$ cat config.mk
export PLATFORM = sky130hd
export DESIGN_NAME = alu_flag_unit
export DESIGN_NICKNAME = d
export VERILOG_FILES = /design/src/rtl/alu_flag_pkg.sv /design/src/rtl/flag_carry_calc.sv /design/src/rtl/flag_result_calc.sv /design/src/rtl/flag_store.sv /design/src/rtl/alu_flag_unit.sv
export SDC_FILE = /design/constraint.sdc
export NUM_CORES = 1
export LEC_CHECK = 0
export CORE_ASPECT_RATIO = 0.9
export CORE_MARGIN = 1
export CORE_UTILIZATION = 55
export CTS_BUF_LIST = sky130_fd_sc_hd__clkbuf_16
export DETAILED_ROUTE_END_ITERATION = 16
export DONT_BUFFER_PORTS = 1
export PLACE_DENSITY = 0.7
export SLEW_MARGIN = 25
export SYNTH_ARGS = -nofsm -noshare
export SYNTH_HDL_FRONTEND = slang
export SYNTH_SLANG_ARGS = --single-unit
$ cat constraint.sdc
create_clock -name clk_i -period 1.15 [get_ports clk_i]
set_clock_uncertainty 0.05 [all_clocks]
set_input_delay 0.345 -clock clk_i [delete_from_list [all_inputs] [get_ports clk_i]]
set_output_delay 0.345 -clock clk_i [all_outputs]
set_load 0.01 [all_outputs]
$ cat src/rtl/alu_flag_pkg.sv
package alu_flag_pkg;

  typedef enum logic [1:0] {
    KIND_ADD   = 2'b00,
    KIND_SUB   = 2'b01,
    KIND_LOG_A = 2'b10,
    KIND_LOG_B = 2'b11
  } op_kind_e;

  typedef struct packed {
    logic sgn;
    logic zro;
    logic nib;
    logic par;
    logic cy;
  } flags_t;

  // packed byte positions
  localparam int unsigned POS_SGN = 7;
  localparam int unsigned POS_ZRO = 6;
  localparam int unsigned POS_NIB = 4;
  localparam int unsigned POS_PAR = 2;
  localparam int unsigned POS_ONE = 1;
  localparam int unsigned POS_CY  = 0;

  function automatic logic [7:0] pack_flags(flags_t f);
    logic [7:0] b;
    b = 8'h00;
    b[POS_SGN] = f.sgn;
    b[POS_ZRO] = f.zro;
    b[POS_NIB] = f.nib;
    b[POS_PAR] = f.par;
    b[POS_ONE] = 1'b1;
    b[POS_CY]  = f.cy;
    return b;
  endfunction

  function automatic flags_t unpack_flags(logic [7:0] b);
    flags_t f;
    f.sgn = b[POS_SGN];
    f.zro = b[POS_ZRO];
    f.nib = b[POS_NIB];
    f.par = b[POS_PAR];
    f.cy  = b[POS_CY];
    return f;
  endfunction

endpackage

$ cat src/rtl/flag_carry_calc.sv
module flag_carry_calc
  import alu_flag_pkg::*;
#(
  parameter int unsigned DATA_W = 8,
  parameter int unsigned NIB_W  = 4
) (
  input  logic [DATA_W-1:0] op_a_i,
  input  logic [DATA_W-1:0] op_b_i,
  input  op_kind_e          kind_i,
  output logic              cy_o,
  output logic              nib_o
);

  logic [DATA_W:0] sum_full;
  logic [NIB_W:0]  sum_nib;
  logic            brw_full;
  logic            brw_nib;

  always_comb begin
    sum_full = {1'b0, op_a_i} + {1'b0, op_b_i};
    sum_nib  = {1'b0, op_a_i[NIB_W-1:0]} + {1'b0, op_b_i[NIB_W-1:0]};
    brw_full = op_b_i > op_a_i;
    brw_nib  = op_b_i[NIB_W-1:0] > op_a_i[NIB_W-1:0];
  end

  always_comb begin
    unique case (kind_i)
      KIND_ADD: begin
        cy_o  = sum_full[DATA_W];
        nib_o = sum_nib[NIB_W];
      end
      KIND_SUB: begin
        cy_o  = brw_full;
        nib_o = brw_nib;
      end
      default: begin
        cy_o  = 1'b0;
        nib_o = 1'b0;
      end
    endcase
  end

endmodule

$ cat src/rtl/flag_result_calc.sv
module flag_result_calc #(
  parameter int unsigned DATA_W = 8
) (
  input  logic [DATA_W-1:0] result_i,
  output logic              sgn_o,
  output logic              zro_o,
  output logic              par_o
);

  localparam int unsigned HALF_W = DATA_W / 2;

  logic par_lo, par_hi;

  // split parity tree into two halves to shorten depth
  generate
    if (DATA_W >= 4 && (DATA_W % 2 == 0)) begin : g_split
      assign par_lo = ^result_i[HALF_W-1:0];
      assign par_hi = ^result_i[DATA_W-1:HALF_W];
    end else begin : g_flat
      assign par_lo = ^result_i;
      assign par_hi = 1'b0;
    end
  endgenerate

  assign par_o = ~(par_lo ^ par_hi);
  assign zro_o = (result_i == '0);
  assign sgn_o = result_i[DATA_W-1];

endmodule

$ cat src/rtl/flag_store.sv
module flag_store
  import alu_flag_pkg::*;
(
  input  logic   clk_i,
  input  logic   rst_ni,
  input  logic   upd_i,
  input  flags_t calc_i,
  input  logic   wr_en_i,
  input  flags_t wr_i,
  output flags_t flags_o
);

  flags_t q;

  always_ff @(posedge clk_i or negedge rst_ni) begin
    if (!rst_ni)      q <= '0;
    else if (wr_en_i) q <= wr_i;
    else if (upd_i)   q <= calc_i;
  end

  assign flags_o = q;

  assert_hold_R10: assert property (@(posedge clk_i) disable iff (!rst_ni)
    (!upd_i && !wr_en_i) |=> $stable(q));

  assert_wr_wins_R8: assert property (@(posedge clk_i) disable iff (!rst_ni)
    (wr_en_i && upd_i) |=> (q == $past(wr_i)));

endmodule

$ cat src/rtl/alu_flag_unit.sv
module alu_flag_unit
  import alu_flag_pkg::*;
#(
  parameter int unsigned DATA_W = 8,
  parameter int unsigned NIB_W  = 4
) (
  input  logic              clk_i,
  input  logic              rst_ni,
  input  logic [DATA_W-1:0] op_a_i,
  input  logic [DATA_W-1:0] op_b_i,
  input  logic [1:0]        op_kind_i,
  input  logic [DATA_W-1:0] result_i,
  input  logic              upd_i,
  input  logic              wr_en_i,
  input  logic [7:0]        wr_flags_i,
  output logic [7:0]        flags_o
);

  op_kind_e kind;
  flags_t   calc;
  flags_t   wr_f;
  flags_t   cur;

  assign kind = op_kind_e'(op_kind_i);
  assign wr_f = unpack_flags(wr_flags_i);

  flag_carry_calc #(.DATA_W(DATA_W), .NIB_W(NIB_W)) carry_i (
    .op_a_i (op_a_i),
    .op_b_i (op_b_i),
    .kind_i (kind),
    .cy_o   (calc.cy),
    .nib_o  (calc.nib)
  );

  flag_result_calc #(.DATA_W(DATA_W)) result_calc_i (
    .result_i (result_i),
    .sgn_o    (calc.sgn),
    .zro_o    (calc.zro),
    .par_o    (calc.par)
  );

  flag_store store_i (
    .clk_i   (clk_i),
    .rst_ni  (rst_ni),
    .upd_i   (upd_i),
    .calc_i  (calc),
    .wr_en_i (wr_en_i),
    .wr_i    (wr_f),
    .flags_o (cur)
  );

  assign flags_o = pack_flags(cur);

  assert_fixed_bits_R9: assert property (@(posedge clk_i) disable iff (!rst_ni)
    (flags_o[5] == 1'b0) && (flags_o[3] == 1'b0) && (flags_o[1] == 1'b1));

  assert_logic_clears_R7: assert property (@(posedge clk_i) disable iff (!rst_ni)
    (upd_i && !wr_en_i && op_kind_i[1]) |=> (flags_o[0] == 1'b0 && flags_o[4] == 1'b0));

  assert_zero_R4: assert property (@(posedge clk_i) disable iff (!rst_ni)
    (upd_i && !wr_en_i) |=> (flags_o[6] == ($past(result_i) == '0)));

  assert_sign_R5: assert property (@(posedge clk_i) disable iff (!rst_ni)
    (upd_i && !wr_en_i) |=> (flags_o[7] == $past(result_i[DATA_W-1])));

  assert_write_R8: assert property (@(posedge clk_i) disable iff (!rst_ni)
    wr_en_i |=> ((flags_o & 8'hD5) == ($past(wr_flags_i) & 8'hD5)));

endmodule

==> results of run 1 <==
-- cells by family after synthesis --
group / count (synthesis) / synth area share [%]
other: 2 / 0.9263
xor gates and xnor gates: 3 / 3.241
AOI/OAI and AO/OA: 22 / 17.59
adders and majority gates: 20 / 30.86
buffers and inverters: 26 / 13.73
and+or+nand+nor: 23 / 15.74
muxes: 2 / 2.469
DFF: 5 / 15.43
-- cell usage in the layout (no fill, tap or decap), types with 3 or more instances in the layout --
cell type,count
nand2_1,5
nor2_1,6
buf_4,5
ha_4,11
a21oi_2,3
inv_4,5
ha_1,9
a21oi_1,6
conb_1,3
inv_8,4
dfrtp_1,5
clkbuf_16,3
inv_2,3
inv_1,8
-- area by class of cell --
type / count / share of cell area [%]
Clock inverter: 1 / 0.3188
Tap cell: 14 / 1.488
Timing Repair Buffer: 6 / 4.038
Sequential cell: 5 / 10.63
Multi-Input combinational cell: 73 / 65.99
Clock buffer: 3 / 6.376
Inverter: 21 / 11.16
-- Yosys cell counts, types with 3 or more instances --
library cell  instances
a21oi_1               9
buf_4                 3
dfrtp_1               5
ha_1                 20
inv_1                21
nand2_1               5
nor2_1                6
-- power groups by stage --
stage | sequential, mW | combinational [mW] | clock, mW
floorplan | 0.218 | 0.263 | 0
global placement | 0.218 | 0.303 | 0
detailed placement | 0.217 | 0.315 | 0
CTS | 0.215 | 0.336 | 0.564
global route | 0.217 | 0.443 | 0.585
finish | 0.216 | 0.408 | 0.563
-- per-layer routing --
layer | up-vias | share of wire, %
li1 | 349 | -
met1 | 345 | 40
met2 | 38 | 53
met3 | 4 | 5.1
met4 | 0 | 1.4
met5 | - | 0
-- critical path, stage by stage --
cell and delay (ns):
inv_1 0.04, ha_4 0.29, nor2b_1 0.06, nor3_1 0.21, o31ai_1 0.12, o31ai_1 0.22
o21ai_1 0.09
-- path summary, 6_finish.rpt --
path                       cells past startpoint                  to          startpoint
setup / recovery                               7  store_i.flags_o[0]           op_a_i[5]
hold / removal                                 1  store_i.flags_o[1]             wr_en_i
setup reg to reg                               5  store_i.flags_o[0]  store_i.flags_o[0]
hold reg to reg                                2  store_i.flags_o[1]  store_i.flags_o[1]
max in group asynchronous                      1  store_i.flags_o[0]              rst_ni
min in group asynchronous                      1  store_i.flags_o[1]              rst_ni
-- metrics by stage --
step	util (%)	hold slack, ns	instances
after floorplan	-	-0.0005911	104
after global placement	76.92	-0.0004968	117
after detailed placement	76.92	-0.0004921	117
final	90.13	0.1528	123
after global routing	90.13	0.1479	123
after CTS	85.82	0.1532	123
-- repair_timing --
item / CTS / global route
buffers inserted: 1 / 0
setup endpoints to repair: 2 / 3
resized for setup: 7 / 14
pin swaps: 5 / 6
hold buffers: 1 / 0
hold endpoints to repair: 5 / 0
==> results.py, run 1 <==
metrics = {
    "setup_path": {
        "worstSetupPathType": "input pin to flip-flop",
        "ff2ff_setup_slack_ns": -0.05,
        "startpoint_type": "input pin",
        "critical_path_data_arrival_time_ns": 1.38,
        "crit_fanout": 5,
        "critical_path_required_time_ns": 1.20,
        "cp-end-kind": "flip-flop",
    },
    "cells_and_area": {
        "areaGrowthSynthToFinish_pct": 45.22,
        "multi_input_combinational_cell_area_um2": 777.0,
        "final-seq-area_um2": 125.1,
        "diodes": 0,
        "drive_gt1_share_pct": 43.12,
        "post-route-cell-area_um2": 1177,
        "number_of_nets_in_the_layout": 168,
        "fillers": 52,
        "number_of_flip_flops_in_the_largest_register": 5,
    },
    "global_routing": {
        "grt_overflow_total": 0,
        "grt_max_degree": 14,
        "gr_util_met3_pct": 4.717,
        "grt_pass1_wl_um": 2856,
        "grt_antenna_before_repair": 0,
        "global_route.peak_usage_layer": "met2",
        "met1_usage_pct": 28.57,
        "globalRouteMet2Util_pct": 41.92,
        "track_usage_pct": 23.73,
        "first_global_vias": 724,
    },
    "place": {
        "finalWeightedCongestion": 0.7276,
        "placement.io_buffers": 0,
        "pre_cts_ws_ns": -0.4293,
        "dp_hpwl_um": 1426,
        "dpl_cell_area_um2": 1005,
    },
    "floorplan": {
        "die-area_um2": 1632,
        "die-width_um": 42.47,
        "fp.coreArea_um2": 1306,
        "standard_cell_row_count": 12,
        "start_util_pct": 62.07,
        "die-height_um": 38.43,
        "top_level_ports": 46,
    },
    "logic_synthesis": {
        "syn-mean-instance-area_um2": 7.872,
        "async_reset_ff_share_pct": 100.0,
        "postSynth.topFlopCell": "dfrtp_1",
        "synthDominantCellAreaShare_pct": 30.86,
        "synth_seq_cells": 5,
        "synth.largest_area_cell": "ha_1",
        "yosys_warnings": 0,
        "ys_seq_area_share_pct": 15.43,
        "synthesis.instances": 103,
        "synth.cell_area_um2": 810.8,
        "synthDistinctLibCells": 30,
        "synth_top_cells_by_area": "ha_1 31%, dfrtp_1 15%, inv_1 9.7%",
        "synth_enable_flop_cells": 0,
    },
    "clock_tree": {
        "cts-buffers-inserted": 3,
        "htreeDepth": 1,
        "tritoncts": "done",
        "clk_transition_reported_paths_ns": 0.03,
        "cts_num_sinks": 5,
        "cts.path.max_buffers": 2,
        "worstSkewPairLatency_ns": 0.23,
        "cts_root_buffer": "clkbuf_16",
    },
    "drt": {
        "route.detailed.vias_per_inst": 5.984,
        "drt_wl_total_um": 2164,
        "avgRoutedWirePerCell_um": 17.59,
        "drt_pass1_iterations": 4,
        "detail_route.drc_violations": 0,
        "drt_iter0_drc": 19,
        "dr_total_vias": 736,
        "drt.antenna.violating_nets": 0,
    },
    "timing": {
        "drv_slew": 0,
        "finalSetupViolCount": 1,
        "maxClockFrequency_mhz": 749.2,
        "rsz0062_at_grt": "true",
        "final.period_utilization_pct": 116.1,
        "layout_min_cycle_time_ns": 1.335,
        "crit_path_setup_slack_layout_ns": -0.1848,
        "hold_viol": 0,
        "timing.setup.tns_ns": -0.1848,
    },
    "pwr": {
        "post-layout-total-power_mw": 1.187,
        "cell_internal_pwr_mw": 0.8647,
        "power-per-cell-area_nw_per_um2": 1008,
        "switching_share_pct": 27.17,
        "power_frac_clock_pct": 47.4,
        "cellLeakagePower_nw": 0.5252,
        "part_of_the_total_power_dissipated_in_combinational_logic_pct": 34.4,
        "p_switching_mw": 0.3226,
        "power_frac_seq_pct": 18.2,
        "ir_worst_vdd_uv": 765.7,
    },
    "outcome": {
        "failed_checks": "negative setup slack",
        "outcome": "complete, but fails checks",
    },
    "run": {
        "drv.max_cap_violation_count": 0,
    },
    "min_path": {
        "min-delay-path-class": "input pin to flip-flop",
    },
}
Note: power is estimated with default switching activity, not from simulation.
==> run 2: changes to the inputs <==
==> constraint.sdc (replaced) <==
create_clock -name clk_i -period 1.15 [get_ports clk_i]
set_clock_uncertainty 0.05 [all_clocks]
set_input_delay 0.345 -clock clk_i [delete_from_list [all_inputs] [get_ports clk_i]]
set_output_delay 0.345 -clock clk_i [all_outputs]
set_load 0.05 [all_outputs]
==> results.py, run 2 (synthesis gave the netlist of run 1 again) <==
metrics = {
    "place": {
        "finalWeightedCongestion": 0.7088,
        "dp_hpwl_um": 1378,
        "placement.io_buffers": 0,
    },
    "timing": {
        "final.period_utilization_pct": 113.7,
        "layout_min_cycle_time_ns": 1.307,
        "crit_path_setup_slack_layout_ns": -0.1573,
        "maxClockFrequency_mhz": 764.9,
        "drv_slew": 0,
        "timing.hold.ws_ns": 0.1502,
        "finalSetupViolCount": 7,
        "hold_viol": 0,
        "rsz0062_at_grt": "true",
    },
    "setup_path": {
        "critical_path_required_time_ns": 1.24,
        "crit_fanout": 2,
        "rr_worst_depth": 5,
        "crit-reg2reg-launch": "store_i.flags_o[0]",
        "startpoint_type": "input pin",
        "cp-end-kind": "flip-flop",
        "critical_path_data_arrival_time_ns": 1.40,
        "timing.rr.end": "store_i.flags_o[0]",
        "ff2ff_setup_slack_ns": -0.12,
        "worstSetupPathType": "input pin to flip-flop",
    },
    "pwr": {
        "cellLeakagePower_nw": 0.5747,
        "ir_worst_vdd_uv": 761.9,
        "power-per-cell-area_nw_per_um2": 1050,
    },
    "clock_tree": {
        "tritoncts": "done",
        "cts_root_buffer": "clkbuf_16",
        "clk_transition_reported_paths_ns": 0.04,
        "worstSkewPairLatency_ns": 0.22,
        "cts_num_sinks": 5,
        "cts.path.max_buffers": 2,
        "htreeDepth": 1,
        "cts-buffers-inserted": 3,
    },
    "global_routing": {
        "grt_pass1_wl_um": 3291,
        "grt_antenna_before_repair": 0,
        "track_usage_pct": 27.19,
        "first_global_vias": 799,
        "grt_max_degree": 14,
        "grt_overflow_total": 0,
    },
    "drt": {
        "drt_pass1_iterations": 4,
        "drt_wl_total_um": 2137,
        "drt_iter0_drc": 29,
        "route.detailed.vias_per_inst": 5.916,
        "dr_total_vias": 775,
        "drt.antenna.violating_nets": 0,
        "avgRoutedWirePerCell_um": 16.31,
        "detail_route.drc_violations": 0,
    },
    "floorplan": {
        "top_level_ports": 46,
        "standard_cell_row_count": 12,
        "die-area_um2": 1632,
        "fp.coreArea_um2": 1306,
        "die-width_um": 42.47,
        "die-height_um": 38.43,
        "start_util_pct": 62.07,
    },
    "cells_and_area": {
        "final_cell_mix": "11 x ha_4, 10 x inv_1, 9 x ha_1, 8 x buf_4",
        "number_of_flip_flops_in_the_largest_register": 5,
        "number_of_nets_in_the_layout": 176,
        "final_core_utilization_pct": 96.17,
        "diodes": 0,
        "fillers": 28,
        "drive_gt1_share_pct": 45.30,
        "areaGrowthSynthToFinish_pct": 54.94,
        "final_common_cell": "ha_4",
    },
    "outcome": {
        "failed_checks": "negative setup slack",
        "outcome": "complete, but fails checks",
    },
    "min_path": {
        "worst_hold_path.endpoint": "store_i.flags_o[1]",
        "hold_depth": 1,
        "min-delay-path-class": "input pin to flip-flop",
        "min-delay-start": "wr_en_i",
    },
    "run": {
        "drv.max_cap_violation_count": 0,
    },
}
run 2: changes by cell type in the layout (fill, tap and decap cells not counted), moves of 2 or more:
cell,change
inv_8,-3
buf_4,+3
inv_1,+2
buf_12,+4
run 2: cell type report:
cell class	count	area [um^2]	share of cell area [%]
flip-flops and latches	5	125.1	9.960
clock inverters	1	3.754	0.2988
inverters	21	111.4	8.865
multi-input cells	73	762.0	60.66
repair buffers	14	161.4	12.85
well taps	14	17.52	1.394
clock buffers	3	75.07	5.976
run 2: how the worst max path moves through the flow:
stage / start / end / slack [ns] / cells after the start
floorplan: op_b_i[6] / store_i.flags_o[0] / -0.31 / 5
CTS: op_b_i[7] / store_i.flags_o[0] / -0.11 / 5
finish: op_b_i[7] / store_i.flags_o[0] / -0.16 / 5
global placement: op_a_i[6] / store_i.flags_o[0] / -0.34 / 6
global route: op_b_i[7] / store_i.flags_o[0] / -0.18 / 5
detailed placement: op_a_i[4] / store_i.flags_o[0] / -0.38 / 6
run 2: repair_timing:
item                                    CTS  global route
gates cloned                              0             0
pin swaps                                 4             0
setup buffers                             5             0
hold buffers                              1             0
hold endpoints to repair                  5             0
endpoints found under the setup margin    7             8
resized for setup                         6             4
run 2: metrics by stage:
step	power [mW]	std cells	TNS (ns)	area [um^2]	worst slack [ns]
2_1_floorplan	0.5601	104	-0.5568	996.0	-0.3079
3_3_place_gp	0.6687	121	-0.7237	1091	-0.3360
3_5_place_dp	0.6805	121	-0.7869	1091	-0.3809
4_1_cts	1.294	131	-0.2611	1236	-0.1136
5_1_grt	1.386	131	-0.6143	1256	-0.1776
6_report	1.319	131	-0.3203	1256	-0.1573
run 2: layer usage:
| metal | vias to the layer above | part of all wire (%) | global-route usage, % |
|---|---|---|---|
| li1 | 371 | - | - |
| met1 | 343 | 38 | 30.81 |
| met2 | 52 | 52 | 51.92 |
| met3 | 9 | 7.8 | 5.189 |
| met4 | 0 | 2.1 | 8.594 |
| met5 | - | 0 | 0 |
run 2: where the power goes:
group	total [mW]	switching, mW	internal [mW]
Clock	0.570	0.119	0.451
Combinational	0.534	0.267	0.266
Sequential	0.216	0.0195	0.196
run 2: critical path, cell delays in order:
cell     delay [ns]
ha_4           0.22
or4_4          0.53
a21oi_2        0.11
o31ai_1        0.09
o21ai_1        0.10
